===== src/rtl/lpm_pkg.sv =====
package lpm_pkg;
  typedef enum logic {
    LINK_UP  = 1'b0,
    LINK_OFF = 1'b1
  } link_st_e;
endpackage


===== src/rtl/lpm_sync.sv =====
module lpm_sync #(
  parameter int STAGES = 2
) (
  input  logic clk,
  input  logic rst,
  input  logic d_in,
  output logic d_out
);
  logic [STAGES-1:0] chain;

  always_ff @(posedge clk) begin
    if (rst) chain <= '1;
    else     chain <= {chain[STAGES-2:0], d_in};
  end

  assign d_out = chain[STAGES-1];
endmodule


===== src/rtl/lpm_lowtimer.sv =====
module lpm_lowtimer
  import lpm_pkg::*;
#(
  parameter int SHORT_CYC = 59,
  parameter int LONG_CYC  = 1229
) (
  input  logic clk,
  input  logic rst,
  input  logic lps_s,
  output logic if_reset,
  output logic if_enable
);
  localparam int CW = $clog2(LONG_CYC + 1);
  localparam logic [CW-1:0] SHORT_V = CW'(SHORT_CYC);
  localparam logic [CW-1:0] LONG_V  = CW'(LONG_CYC);
  localparam logic [CW-1:0] LAST_V  = CW'(LONG_CYC - 1);

  link_st_e        state;
  logic [CW-1:0]   low_cnt;
  logic            hi_seen;
  logic            pulse_r;

  always_ff @(posedge clk) begin
    if (rst) begin
      state   <= LINK_UP;
      low_cnt <= '0;
      hi_seen <= 1'b0;
      pulse_r <= 1'b0;
    end else begin
      pulse_r <= 1'b0;
      if (!lps_s) begin
        hi_seen <= 1'b0;
        if (low_cnt != LONG_V) low_cnt <= low_cnt + 1'b1;
        if (low_cnt == LAST_V && state == LINK_UP) state <= LINK_OFF;
      end else begin
        low_cnt <= '0;
        if (state == LINK_UP) begin
          hi_seen <= 1'b0;
          if (low_cnt >= SHORT_V && low_cnt < LONG_V) pulse_r <= 1'b1;
        end else if (hi_seen) begin
          state   <= LINK_UP;
          hi_seen <= 1'b0;
        end else begin
          hi_seen <= 1'b1;
        end
      end
    end
  end

  assign if_reset  = pulse_r;
  assign if_enable = (state == LINK_UP);

  p_pulse_one_cycle_r4: assert property (@(posedge clk) disable iff (rst)
    if_reset |=> !if_reset);
  p_pulse_when_up_r5: assert property (@(posedge clk) disable iff (rst)
    $rose(if_reset) |-> if_enable);
  p_count_bound_r5: assert property (@(posedge clk) disable iff (rst)
    low_cnt <= LONG_V);
  p_off_while_low_r5: assert property (@(posedge clk) disable iff (rst)
    $fell(if_enable) |-> !$past(lps_s));
  p_reenable_two_high_r6: assert property (@(posedge clk) disable iff (rst)
    $rose(if_enable) |-> ($past(lps_s, 1) && $past(lps_s, 2)));
endmodule


===== src/rtl/lpm_wakediv.sv =====
module lpm_wakediv #(
  parameter int DIV = 8
) (
  input  logic clk,
  input  logic rst,
  input  logic start,
  input  logic stop,
  input  logic link_off,
  output logic wake_clk
);
  localparam int HALF = DIV / 2;
  localparam int DW   = $clog2(DIV);
  localparam logic [DW-1:0] HALF_M1 = DW'(HALF - 1);
  localparam logic [DW-1:0] DIV_M1  = DW'(DIV - 1);

  logic          wake_act;
  logic [DW-1:0] div_cnt;
  logic          clk_r;

  always_ff @(posedge clk) begin
    if (rst)                    wake_act <= 1'b0;
    else if (stop)              wake_act <= 1'b0;
    else if (start && link_off) wake_act <= 1'b1;
  end

  always_ff @(posedge clk) begin
    if (rst || !wake_act) begin
      div_cnt <= '0;
      clk_r   <= 1'b0;
    end else begin
      div_cnt <= (div_cnt == DIV_M1) ? '0 : div_cnt + 1'b1;
      if (div_cnt == HALF_M1 || div_cnt == DIV_M1) clk_r <= ~clk_r;
    end
  end

  assign wake_clk = clk_r;

  p_stop_wins_r9: assert property (@(posedge clk) disable iff (rst)
    stop |=> !wake_act);
  p_idle_low_r9: assert property (@(posedge clk) disable iff (rst)
    !wake_act |=> !wake_clk);
  p_no_start_enabled_r8: assert property (@(posedge clk) disable iff (rst)
    (!wake_act && !link_off) |=> !wake_act);
endmodule


===== src/rtl/link_power_monitor.sv =====
module link_power_monitor #(
  parameter int SHORT_CYC   = 59,
  parameter int LONG_CYC    = 1229,
  parameter int DIV         = 8,
  parameter int SYNC_STAGES = 2
) (
  input  logic clk,
  input  logic rst,
  input  logic lps_in,
  input  logic linkon_pkt,
  input  logic lctrl_bit,
  output logic phy_if_reset,
  output logic phy_if_enable,
  output logic wake_clk
);
  logic lps_s;

  lpm_sync #(.STAGES(SYNC_STAGES)) i_sync (
    .clk(clk), .rst(rst), .d_in(lps_in), .d_out(lps_s)
  );

  lpm_lowtimer #(.SHORT_CYC(SHORT_CYC), .LONG_CYC(LONG_CYC)) i_timer (
    .clk(clk), .rst(rst), .lps_s(lps_s),
    .if_reset(phy_if_reset), .if_enable(phy_if_enable)
  );

  lpm_wakediv #(.DIV(DIV)) i_wake (
    .clk(clk), .rst(rst), .start(linkon_pkt), .stop(lctrl_bit),
    .link_off(!phy_if_enable), .wake_clk(wake_clk)
  );

  p_reset_state_r1: assert property (@(posedge clk)
    $past(rst) |-> (phy_if_enable && !phy_if_reset && !wake_clk));
endmodule


===== config.mk =====
export PLATFORM = sky130hd
export DESIGN_NAME = link_power_monitor
export DESIGN_NICKNAME = d
export VERILOG_FILES = /design/src/rtl/lpm_pkg.sv /design/src/rtl/lpm_sync.sv /design/src/rtl/lpm_lowtimer.sv /design/src/rtl/lpm_wakediv.sv /design/src/rtl/link_power_monitor.sv
export SDC_FILE = /design/constraint.sdc
export NUM_CORES = 1
export LEC_CHECK = 0
export BUFFER_PORTS_ARGS = -buffer_cell sky130_fd_sc_hd__buf_2
export CAP_MARGIN = 20
export CORE_UTILIZATION = 56
export CTS_CLUSTER_DIAMETER = 100
export DETAILED_ROUTE_END_ITERATION = 10
export PLACE_DENSITY_LB_ADDON = 0.3
export SYNTH_ARGS = -nofsm -noshare
export SYNTH_HDL_FRONTEND = slang
export SYNTH_SLANG_ARGS = --single-unit

===== constraint.sdc =====
create_clock -name clk -period 1.9 [get_ports clk]
set_clock_uncertainty 0.1 [all_clocks]
set_input_delay 0 -clock clk [delete_from_list [all_inputs] [get_ports clk]]
set_output_delay 0 -clock clk [all_outputs]
set_load 0.01 [all_outputs]

==> results of run 1 <==
metrics by stage:
step / instances / util [%] / hold WS [ps]
2_1_floorplan: 105 / - / -30.93
3_3_place_gp: 126 / 63.88 / 60.11
3_5_place_dp: 126 / 63.88 / 68.78
4_1_cts: 135 / 68.91 / 336.5
5_1_grt: 135 / 68.91 / 348.9
6_report: 135 / 68.91 / 329.4
power groups by stage:
stage	Sequential, W	Clock, W	Combinational [W]
after floorplan	0.000454	0	0.00000703
final	0.000445	0.000214	0.0000202
after CTS	0.000445	0.000215	0.0000202
after global routing	0.000445	0.000233	0.0000224
after detailed placement	0.000455	0	0.0000139
after global placement	0.000455	0	0.0000134
worst max-delay path, delay by kind of cell (launching register included):
kind | cells | cell delay (ps)
and+or+nand+nor | 3 | 970
muxes | 1 | 230
DFF | 1 | 390
area by class of cell:
type                       instances  area (µm²)
multi-input combinational         76       486.7
fill                             132       479.2
sequential                        21       420.4
timing repair buffer              12       85.08
clock buffer                       3       22.52
inverter                           6       22.52
tap                               16       20.02
clock inverter                     1       5.005
cell families (layout without fill, tap and decap cells):
family	after synthesis	in the layout	share of synthesized area, %
xor gates and xnor gates	6	6	5.607
AOI/OAI and AO/OA	12	12	7.477
muxes	1	1	1.068
buffers and inverters	8	22	3.204
DFF	21	21	44.86
and+or+nand+nor	51	51	29.77
adders and majority gates	6	6	8.010
layer usage:
metal	vias up	share of wire, %	GRT usage (%)
li1	394	-	-
met1	371	45	26.54
met2	24	50	34.55
met3	5	4.0	3.830
met4	0	1.6	7.500
met5	-	0	0
sequential cells by signal, summed over array words and instances (netlist names):
register	count
i_sync.chain	2
i_timer.hi_seen	1
i_timer.if_reset	1
i_timer.low_cnt	11
i_timer.state	1
i_wake.div_cnt	3
i_wake.wake_act	1
i_wake.wake_clk	1
final timing paths:
check                     start                 end  slack [ps]
max reg2reg  i_timer.low_cnt[4]  i_timer.low_cnt[1]         100
min reg2reg   i_wake.div_cnt[0]   i_wake.div_cnt[0]         330
max          i_timer.low_cnt[4]  i_timer.low_cnt[1]         100
min           i_wake.div_cnt[0]   i_wake.div_cnt[0]         330
Yosys cell counts (2+ instances only):
master	instances	share of area [%]
inv_1	6	2.4
xor2_1	2	1.9
a21oi_1	5	2.7
o21ai_0	3	1.6
nand4_1	4	2.7
clkbuf_1	2	0.80
nor4_1	2	1.3
or2_2	4	2.7
or3_1	2	1.3
xnor2_1	4	3.7
dfxtp_1	21	45
ha_1	6	8.0
nand2_1	8	3.2
nand3_1	2	1.1
nor3_1	9	4.8
nor2_1	13	5.2
what timing repair did:
| action | 4_1_cts | 5_1_grt |
|---|---|---|
| setup endpoints to repair | 0 | 0 |
| resized for setup | 0 | 0 |
| buffers inserted | 0 | 0 |
| hold endpoints to repair | 10 | 0 |
| hold buffers | 5 | 0 |
==> flow_summary.yaml, run 1 <==
synthesis:
  ys_ff_latch: 21
  synthArstFlopShare_pct: 0
  yosysUniqueCellTypes: 28
  syn_area_um2: 937.1
  synth_edf_count: 0
  yosys_warnings: 0
  synth_nets: 116
  synth_ff_type: "dfxtp_1"
  synth_cells: 105
  yosysSeqAreaShare_pct: 44.86
  avgSynthCellArea_um2: 8.925
hold_path:
  hp-class: "reg -> reg"
  worstHoldPathCells: 1
placed_design:
  dp_hpwl_um: 1266
  dpl_cell_area_um2: 984.7
  io_buffers: 7
  pre_cts_ws_ps: 127.6
  globalplace.congestion: 0.9298
timing:
  max_clock_freq_mhz: 555.7
  fin_crit_sh_pct: 94.71
  relSlewSlack_pct: 77.84
  rsz0062_at_grt: "no"
  setup_viol: 0
  hold_viol: 0
  worst_slack_ps: 100.5
  fin_tns_setup_ps: 0
  tightest_slew_ps: 324.0
  period_minus_slack_ps: 1800
  report.final.slew_viol_count: 0
routing:
  drcViolationCount: 0
  vias: 794
  postRouteAntennaNets: 0
  wl_per_cell_um: 12.50
  vias_per_cell: 5.881
  routed_wirelength_um: 1688
  drt_iter0_markers: 45
  dr.pass1.iters: 4
global_route:
  grt_pass1_wl_um: 2918
  overflow: 0
  grt_max_degree: 13
  grt_pass1_vias: 722
  antenna_found_initial: 0
  grt.total_usage_pct: 20.74
floorplan:
  fp.dieH_um: 42.91
  initial_core_util_pct: 60.80
  ios: 8
  core.rowCount: 14
  die_area_mm2: 0.001841
  core_area_mm2: 0.001541
  die_w_um: 42.91
clock_tree:
  clk_pin_slew_worst_paths_ps: 120
  numCtsBuffers: 3
  cts-root-buf: "clkbuf_4"
  tritoncts: "done"
  htree_num_levels: 1
  clkLatencyLatePin_ps: 300
  clockBufferDepth: 2
  cts.sinks: 21
worst_setup_path:
  path_cells: "or4_4 -> nor3_4 -> mux2i_1 -> nor2_1"
  critical_path.max_fanout: 8
  required_ps: 2000
  cpPeakStageDelay_ps: 580
  worstSetupPathType: "reg -> reg"
  cpMaxStageDelayCell: "or4_4"
  critPathArrivalTime_ps: 1900
  crit_path_end_kind: "flop"
  cp-start-kind: "flop"
  reg2regPathDepth: 4
pwr:
  combinationalPowerShare_pct: 3.0
  pwr-share-clk_pct: 31.5
  p_per_area_mw_per_mm2: 638.9
  ir_worst_vdd_v: 0.0004320
  power_switching_w: 0.0001453
  switching_share_pct: 21.41
  total_power_w: 0.0006787
  cell_internal_pwr_w: 0.0005333
  power_leakage_nw: 0.3763
  seqPwrFrac_pct: 65.5
run_status:
  status: "completed"
job:
  maxCapViolCount: 0
layout:
  area_growth_pct: 13.35
  final_common_cell: "dfxtp_1"
  final_nets: 131
  final_cell_mix: "dfxtp_1 (21), nor2_1 (13), nor3_1 (9)"
  drive_above_1_share_pct: 15.13
  stdcell_area_mm2: 0.001062
  antennaDiodeCount: 0
Power figures use the tool's default switching activity.
==> inputs of run 2 (changes only) <==
--- a/config.mk
+++ b/config.mk
@@ -11,6 +11,8 @@
 export CTS_CLUSTER_DIAMETER = 100
 export DETAILED_ROUTE_END_ITERATION = 10
 export PLACE_DENSITY_LB_ADDON = 0.3
+export RECOVER_POWER = 50
 export SYNTH_ARGS = -nofsm -noshare
 export SYNTH_HDL_FRONTEND = slang
+export SYNTH_HIERARCHICAL = 1
 export SYNTH_SLANG_ARGS = --single-unit
==> run 2 against run 1 <==
- global-route usage hardly changed
- non-clock buffer count is 2 higher
- first-iteration DRC count is 38% lower
- design area is 7.3% higher
- cell count is 8.1% higher
- via count is 4.2% higher
- routed wire length is 4.1% higher
- total power is 0.39% lower
- synthesized cell count is 0.95% higher
- worst hold slack worse by 11 ps
==> flow_summary.yaml, run 2 <==
run_status:
  status: "completed"
clock_tree:
  post-cts-setup-buffers: 0
  cts-root-buf: "clkbuf_4"
  holdBufCountCts: 5
  clockBufferDepth: 2
  clkLatencyLatePin_ps: 300
  tritoncts: "done"
  htree_num_levels: 1
  clk_pin_slew_worst_paths_ps: 110
  cts.repair.resized: 0
  numCtsBuffers: 3
  cts.sinks: 21
worst_setup_path:
  critical_path.max_fanout: 7
  cp-start-kind: "flop"
  crit_path_end_kind: "flop"
  required_ps: 2030
  critPathArrivalTime_ps: 1740
  worstSetupPathType: "reg -> reg"
  reg2regPathDepth: 4
routing:
  wl_per_cell_um: 12.04
  drt_iter0_markers: 28
  dr.pass1.iters: 4
  routed_wirelength_um: 1758
  vias: 827
  drcViolationCount: 0
  postRouteAntennaNets: 0
  vias_per_cell: 5.664
layout:
  final_nets: 134
  final_common_cell: "dfxtp_1"
  reg.largest.list: "i_timer/low_cnt (11), i_wake/div_cnt (3), i_sync/chain (2)"
  fill_cells: 119
  final_cell_mix: "dfxtp_1 (21), nand2_1 (11), ha_1 (6)"
  largest_register_ff_count: 11
  drive_above_1_share_pct: 10.66
  area_growth_pct: 13.45
  top_register: "i_timer/low_cnt"
  antennaDiodeCount: 0
hold_path:
  worstHoldPathCells: 1
  hp-class: "reg -> reg"
synthesis:
  yosys_warnings: 6
  syn_area_mm2: 0.001005
  synth_top_cells_by_count: "dfxtp_1 (21), nand2_1 (11), ha_1 (6)"
  yosysSeqAreaShare_pct: 41.84
  synth_ff_type: "dfxtp_1"
  synth_nets: 117
  synth_cells: 106
  synth_area_leaders: "dfxtp_1 (42%), ha_1 (7.5%), nand2_1 (4.1%), or3_1 (3.1%), mux2i_1 (3.0%)"
  synth_edf_count: 0
  yosysMostFrequentCell: "dfxtp_1"
  synthArstFlopShare_pct: 0
  synth_top_cell_by_area: "dfxtp_1"
  yosysUniqueCellTypes: 39
  ys_ff_latch: 21
  avgSynthCellArea_um2: 9.478
  yosysTopAreaCellShare_pct: 41.84
floorplan:
  initial_core_util_pct: 63.03
  fp.dieH_um: 44.36
  die_w_um: 44.36
  die_area_mm2: 0.001967
  ios: 8
  core.rowCount: 14
  core_area_mm2: 0.001594
timing:
  max_clock_freq_mhz: 618.6
  period_minus_slack_ps: 1617
  tightest_slew_ps: 436.4
  relSlewSlack_pct: 70.80
  hold_viol: 0
  fin_tns_setup_ps: 0
  rsz0062_at_grt: "no"
  setup_viol: 0
  fin_crit_sh_pct: 85.08
  whs_ps: 318.1
  report.final.slew_viol_count: 0
global_route:
  overflow: 0
  grt_pass1_vias: 740
  grt_max_degree: 12
  grt_pass1_wl_um: 3015
  antenna_found_initial: 0
  grt.total_usage_pct: 20.70
placed_design:
  globalplace.congestion: 0.8070
  dp_hpwl_um: 1299
  io_buffers: 7
job:
  maxCapViolCount: 0
pwr:
  power_leakage_nw: 0.4161
  p_per_area_mw_per_mm2: 593.1
  ir_worst_vdd_v: 0.0004661
==> run 2: power breakdown <==
group / switching [W] / total (W) / internal (W) / leakage (nW)
clock network: 0.000127 / 0.000208 / 0.0000817 / 0.0150
registers: 0.00000170 / 0.000444 / 0.000443 / 0.170
logic: 0.0000103 / 0.0000232 / 0.0000129 / 0.231
==> run 2: cells by family after synthesis <==
family	after synthesis	synth area share (%)
buffers and inverters	7	2.739
XOR/XNOR	1	0.8719
multiplexers	3	2.989
AO/OA/AOI/OAI	22	14.32
AND/OR/NAND/NOR	46	29.76
adder cells (fa/ha/maj)	6	7.472
flip-flops	21	41.84
==> run 2: layout make-up <==
| class | count | area [µm²] | area share, % |
|---|---|---|---|
| Multi-Input combinational cell | 78 | 549.3 | 48.19 |
| Sequential cell | 21 | 420.4 | 36.88 |
| Timing Repair Buffer | 14 | 95.09 | 8.343 |
| Tap cell | 24 | 30.03 | 2.634 |
| Clock buffer | 4 | 26.28 | 2.305 |
| Inverter | 5 | 18.77 | 1.647 |
==> run 2: through the flow <==
stage	setup WS, ps	std cells	power, W	area, µm²	util (%)
after global placement	355.5	137	0.0004713	1076	67.50
after floorplan	204.1	106	0.0004631	1005	-
final	283.4	146	0.0006760	1140	71.51
after detailed placement	308.7	137	0.0004722	1076	67.50
after CTS	283.1	146	0.0006874	1152	72.29
after global routing	180.2	146	0.0006998	1140	71.51
==> run 2: worst paths after layout <==
check / start / to / slack (ps)
max: i_timer/low_cnt[0] / i_timer/low_cnt[8] / 280
max reg2reg: i_timer/low_cnt[0] / i_timer/low_cnt[8] / 280
min: i_sync/chain[0] / i_sync/chain[1] / 320
min reg2reg: i_sync/chain[0] / i_sync/chain[1] / 320
==> run 2: worst max-delay path, stage by stage (launching register included) <==
cell and delay, ps:
dfxtp_1 350, ha_1 230, nand3_2 150, or4_1 490, a211oi_1 220
==> run 2: layer usage <==
metal  global-route usage [%]  routed length, µm  vias up
met5                        0                  0        -
li1                         -                  -      427
met2                    36.76                849       23
met4                    9.091                 20        0
met1                    24.87                817      372
met3                    2.449                 70        5
==> inputs of run 3 (changes only) <==
--- a/config.mk
+++ b/config.mk
@@ -7,10 +7,10 @@
 export LEC_CHECK = 0
 export BUFFER_PORTS_ARGS = -buffer_cell sky130_fd_sc_hd__buf_2
 export CAP_MARGIN = 20
-export CORE_UTILIZATION = 56
+export CORE_UTILIZATION = 25
 export CTS_CLUSTER_DIAMETER = 100
 export DETAILED_ROUTE_END_ITERATION = 10
-export PLACE_DENSITY_LB_ADDON = 0.3
+export PLACE_DENSITY_LB_ADDON = 0.15
 export RECOVER_POWER = 50
 export SYNTH_ARGS = -nofsm -noshare
 export SYNTH_HDL_FRONTEND = slang
==> run 3 against run 2 <==
- total power grew 11%
- global-route usage decreased by 10 points
- routed wire length up 12%
- non-clock buffer count did not move
- worst hold slack got worse by 4.5 ps
- combinational power down 2%
- fmax is 4.4% lower
- sequential power is essentially flat
- critical path depth is 1 lower
- count of clock-buffer cells in the layout down 1
- first-iteration DRC count shrank 36%
- via count decreased by 2.5%
- critical endpoint is now i_timer/low_cnt[9]
==> flow_summary.yaml, run 3 (synthesis results as in run 2) <==
pwr:
  power_leakage_nw: 0.4098
  pwr-share-clk_pct: 38.0
  switching_share_pct: 20.16
  combinationalPowerShare_pct: 3.0
  power_switching_w: 0.0001518
  p_per_area_mw_per_mm2: 640.8
  ir_worst_vdd_v: 0.0004590
  seqPwrFrac_pct: 59.0
  cell_internal_pwr_w: 0.0006011
timing:
  relSlewSlack_pct: 67.90
  period_minus_slack_ps: 1690
  setup_viol: 0
  fin_crit_sh_pct: 88.97
  tightest_slew_ps: 479.7
  fin_tns_setup_ps: 0
  rsz0062_at_grt: "no"
  max_clock_freq_mhz: 591.6
  report.final.slew_viol_count: 0
  hold_viol: 0
worst_setup_path:
  critPathArrivalTime_ps: 1780
  critical_path.max_fanout: 8
  cpPeakStageDelay_ps: 580
  cpMaxStageDelayCell: "or4_4"
  required_ps: 1990
  worstSetupPathType: "reg -> reg"
  crit_path_end_kind: "flop"
  path_cells: "nand4_1 -> or4_4 -> a211oi_2"
  cp-start-kind: "flop"
clock_tree:
  tritoncts: "done"
  numCtsBuffers: 3
  clockBufferDepth: 2
  post-cts-setup-buffers: 0
  cts.repair.resized: 0
  clk_pin_slew_worst_paths_ps: 70
  clkLatencyLatePin_ps: 260
  htree_num_levels: 1
  cts.sinks: 21
  cts-root-buf: "clkbuf_8"
routing:
  drcViolationCount: 0
  vias: 806
  wl_per_cell_um: 11.55
  routed_wirelength_um: 1964
  vias_per_cell: 4.741
  drt_iter0_markers: 18
  postRouteAntennaNets: 0
  dr.pass1.iters: 4
global_route:
  antenna_found_initial: 0
  grt_pass1_wl_um: 3546
  grt_pass1_vias: 827
  grt.total_usage_pct: 10.56
  overflow: 0
  grt_max_degree: 13
placed_design:
  dp_hpwl_um: 1437
  io_buffers: 7
  globalplace.congestion: 0.7923
layout:
  top_register: "i_timer/low_cnt"
  area_growth_pct: 16.94
  final_common_cell: "dfxtp_1"
  utilization_pct: 31.38
  largest_register_ff_count: 11
  final_nets: 134
  fill_cells: 425
  drive_above_1_share_pct: 10.66
  antennaDiodeCount: 0
  final_cell_mix: "dfxtp_1 (21), nand2_1 (11), ha_1 (6)"
  reg.largest.list: "i_timer/low_cnt (11), i_wake/div_cnt (3), i_sync/chain (2)"
  regArea_um2: 420.4
  multiInputGateArea_um2: 534.3
floorplan:
  core.rowCount: 22
  die_area_mm2: 0.004277
  die_w_um: 65.40
  initial_core_util_pct: 26.84
  fp.dieH_um: 65.40
  ios: 8
  core_area_mm2: 0.003744
run_status:
  status: "completed"
hold_path:
  hp-class: "reg -> reg"
job:
  maxCapViolCount: 0
[run 3: cell types whose count changed in the layout (fill, tap and decap cells not counted)]
cell,change
clkbuf_1,-1
clkbuf_4,-3
clkbuf_8,+3
clkinv_2,+1
nand4_1,+1
nand4_4,-1
[run 3: per-stage QoR]
stage,total power [W],cells,worst slack [ps],hold WS (ps),instance area [µm²]
2_1_floorplan,0.0004631,106,204.1,-30.93,1005
3_3_place_gp,0.0004724,161,329.8,59.88,1106
3_5_place_dp,0.0004725,161,293.2,66.78,1106
4_1_cts,0.0007800,170,294.3,320.8,1202
5_1_grt,0.0007918,170,105.7,324.2,1175
6_report,0.0007529,170,209.6,313.6,1175
[run 3: metal layers]
layer / vias up / track usage [%] / part of all wire, %
li1: 424 / - / -
met1: 369 / 12.37 / 48
met2: 11 / 18.69 / 48
met3: 2 / 3.125 / 3.4
met4: 0 / 2.446 / 0.71
met5: - / 0 / 0
[run 3: worst max-delay path: cells and delay by family (launching register included)]
kind,cells,cell delay [ps]
AO/OA/AOI/OAI,1,210
flip-flops,1,460
AND/OR/NAND/NOR,2,850
[run 3: worst paths after layout]
| check | startpoint | end | slack (ps) | cells after the start |
|---|---|---|---|---|
| min reg2reg | i_sync/chain[0] | i_sync/chain[1] | 310 | 1 |
| min | i_sync/chain[0] | i_sync/chain[1] | 310 | 1 |
| max | i_timer/low_cnt[2] | i_timer/low_cnt[9] | 210 | 3 |
| max reg2reg | i_timer/low_cnt[2] | i_timer/low_cnt[9] | 210 | 3 |
[run 3: power by group through the flow]
stage / Clock (W) / Combinational, W / Sequential (W)
after floorplan: 0 / 0.00000812 / 0.000455
after detailed placement: 0 / 0.0000181 / 0.000454
final: 0.000286 / 0.0000227 / 0.000444
after global routing: 0.000322 / 0.0000258 / 0.000444
after global placement: 0 / 0.0000180 / 0.000454
after CTS: 0.000312 / 0.0000244 / 0.000444
[run 3: area by class of cell]
cell class,count,area share (%)
clock inverters,1,0.4260
flip-flops and latches,21,35.78
inverters,5,1.597
repair buffers,14,8.094
multi-input cells,78,45.47
well taps,48,5.112
clock buffers,3,3.514
[run 3: timing repair]
item	in CTS	in global routing
hold buffers	5	0
setup endpoints to repair	0	0
endpoints found under the hold margin	5	0
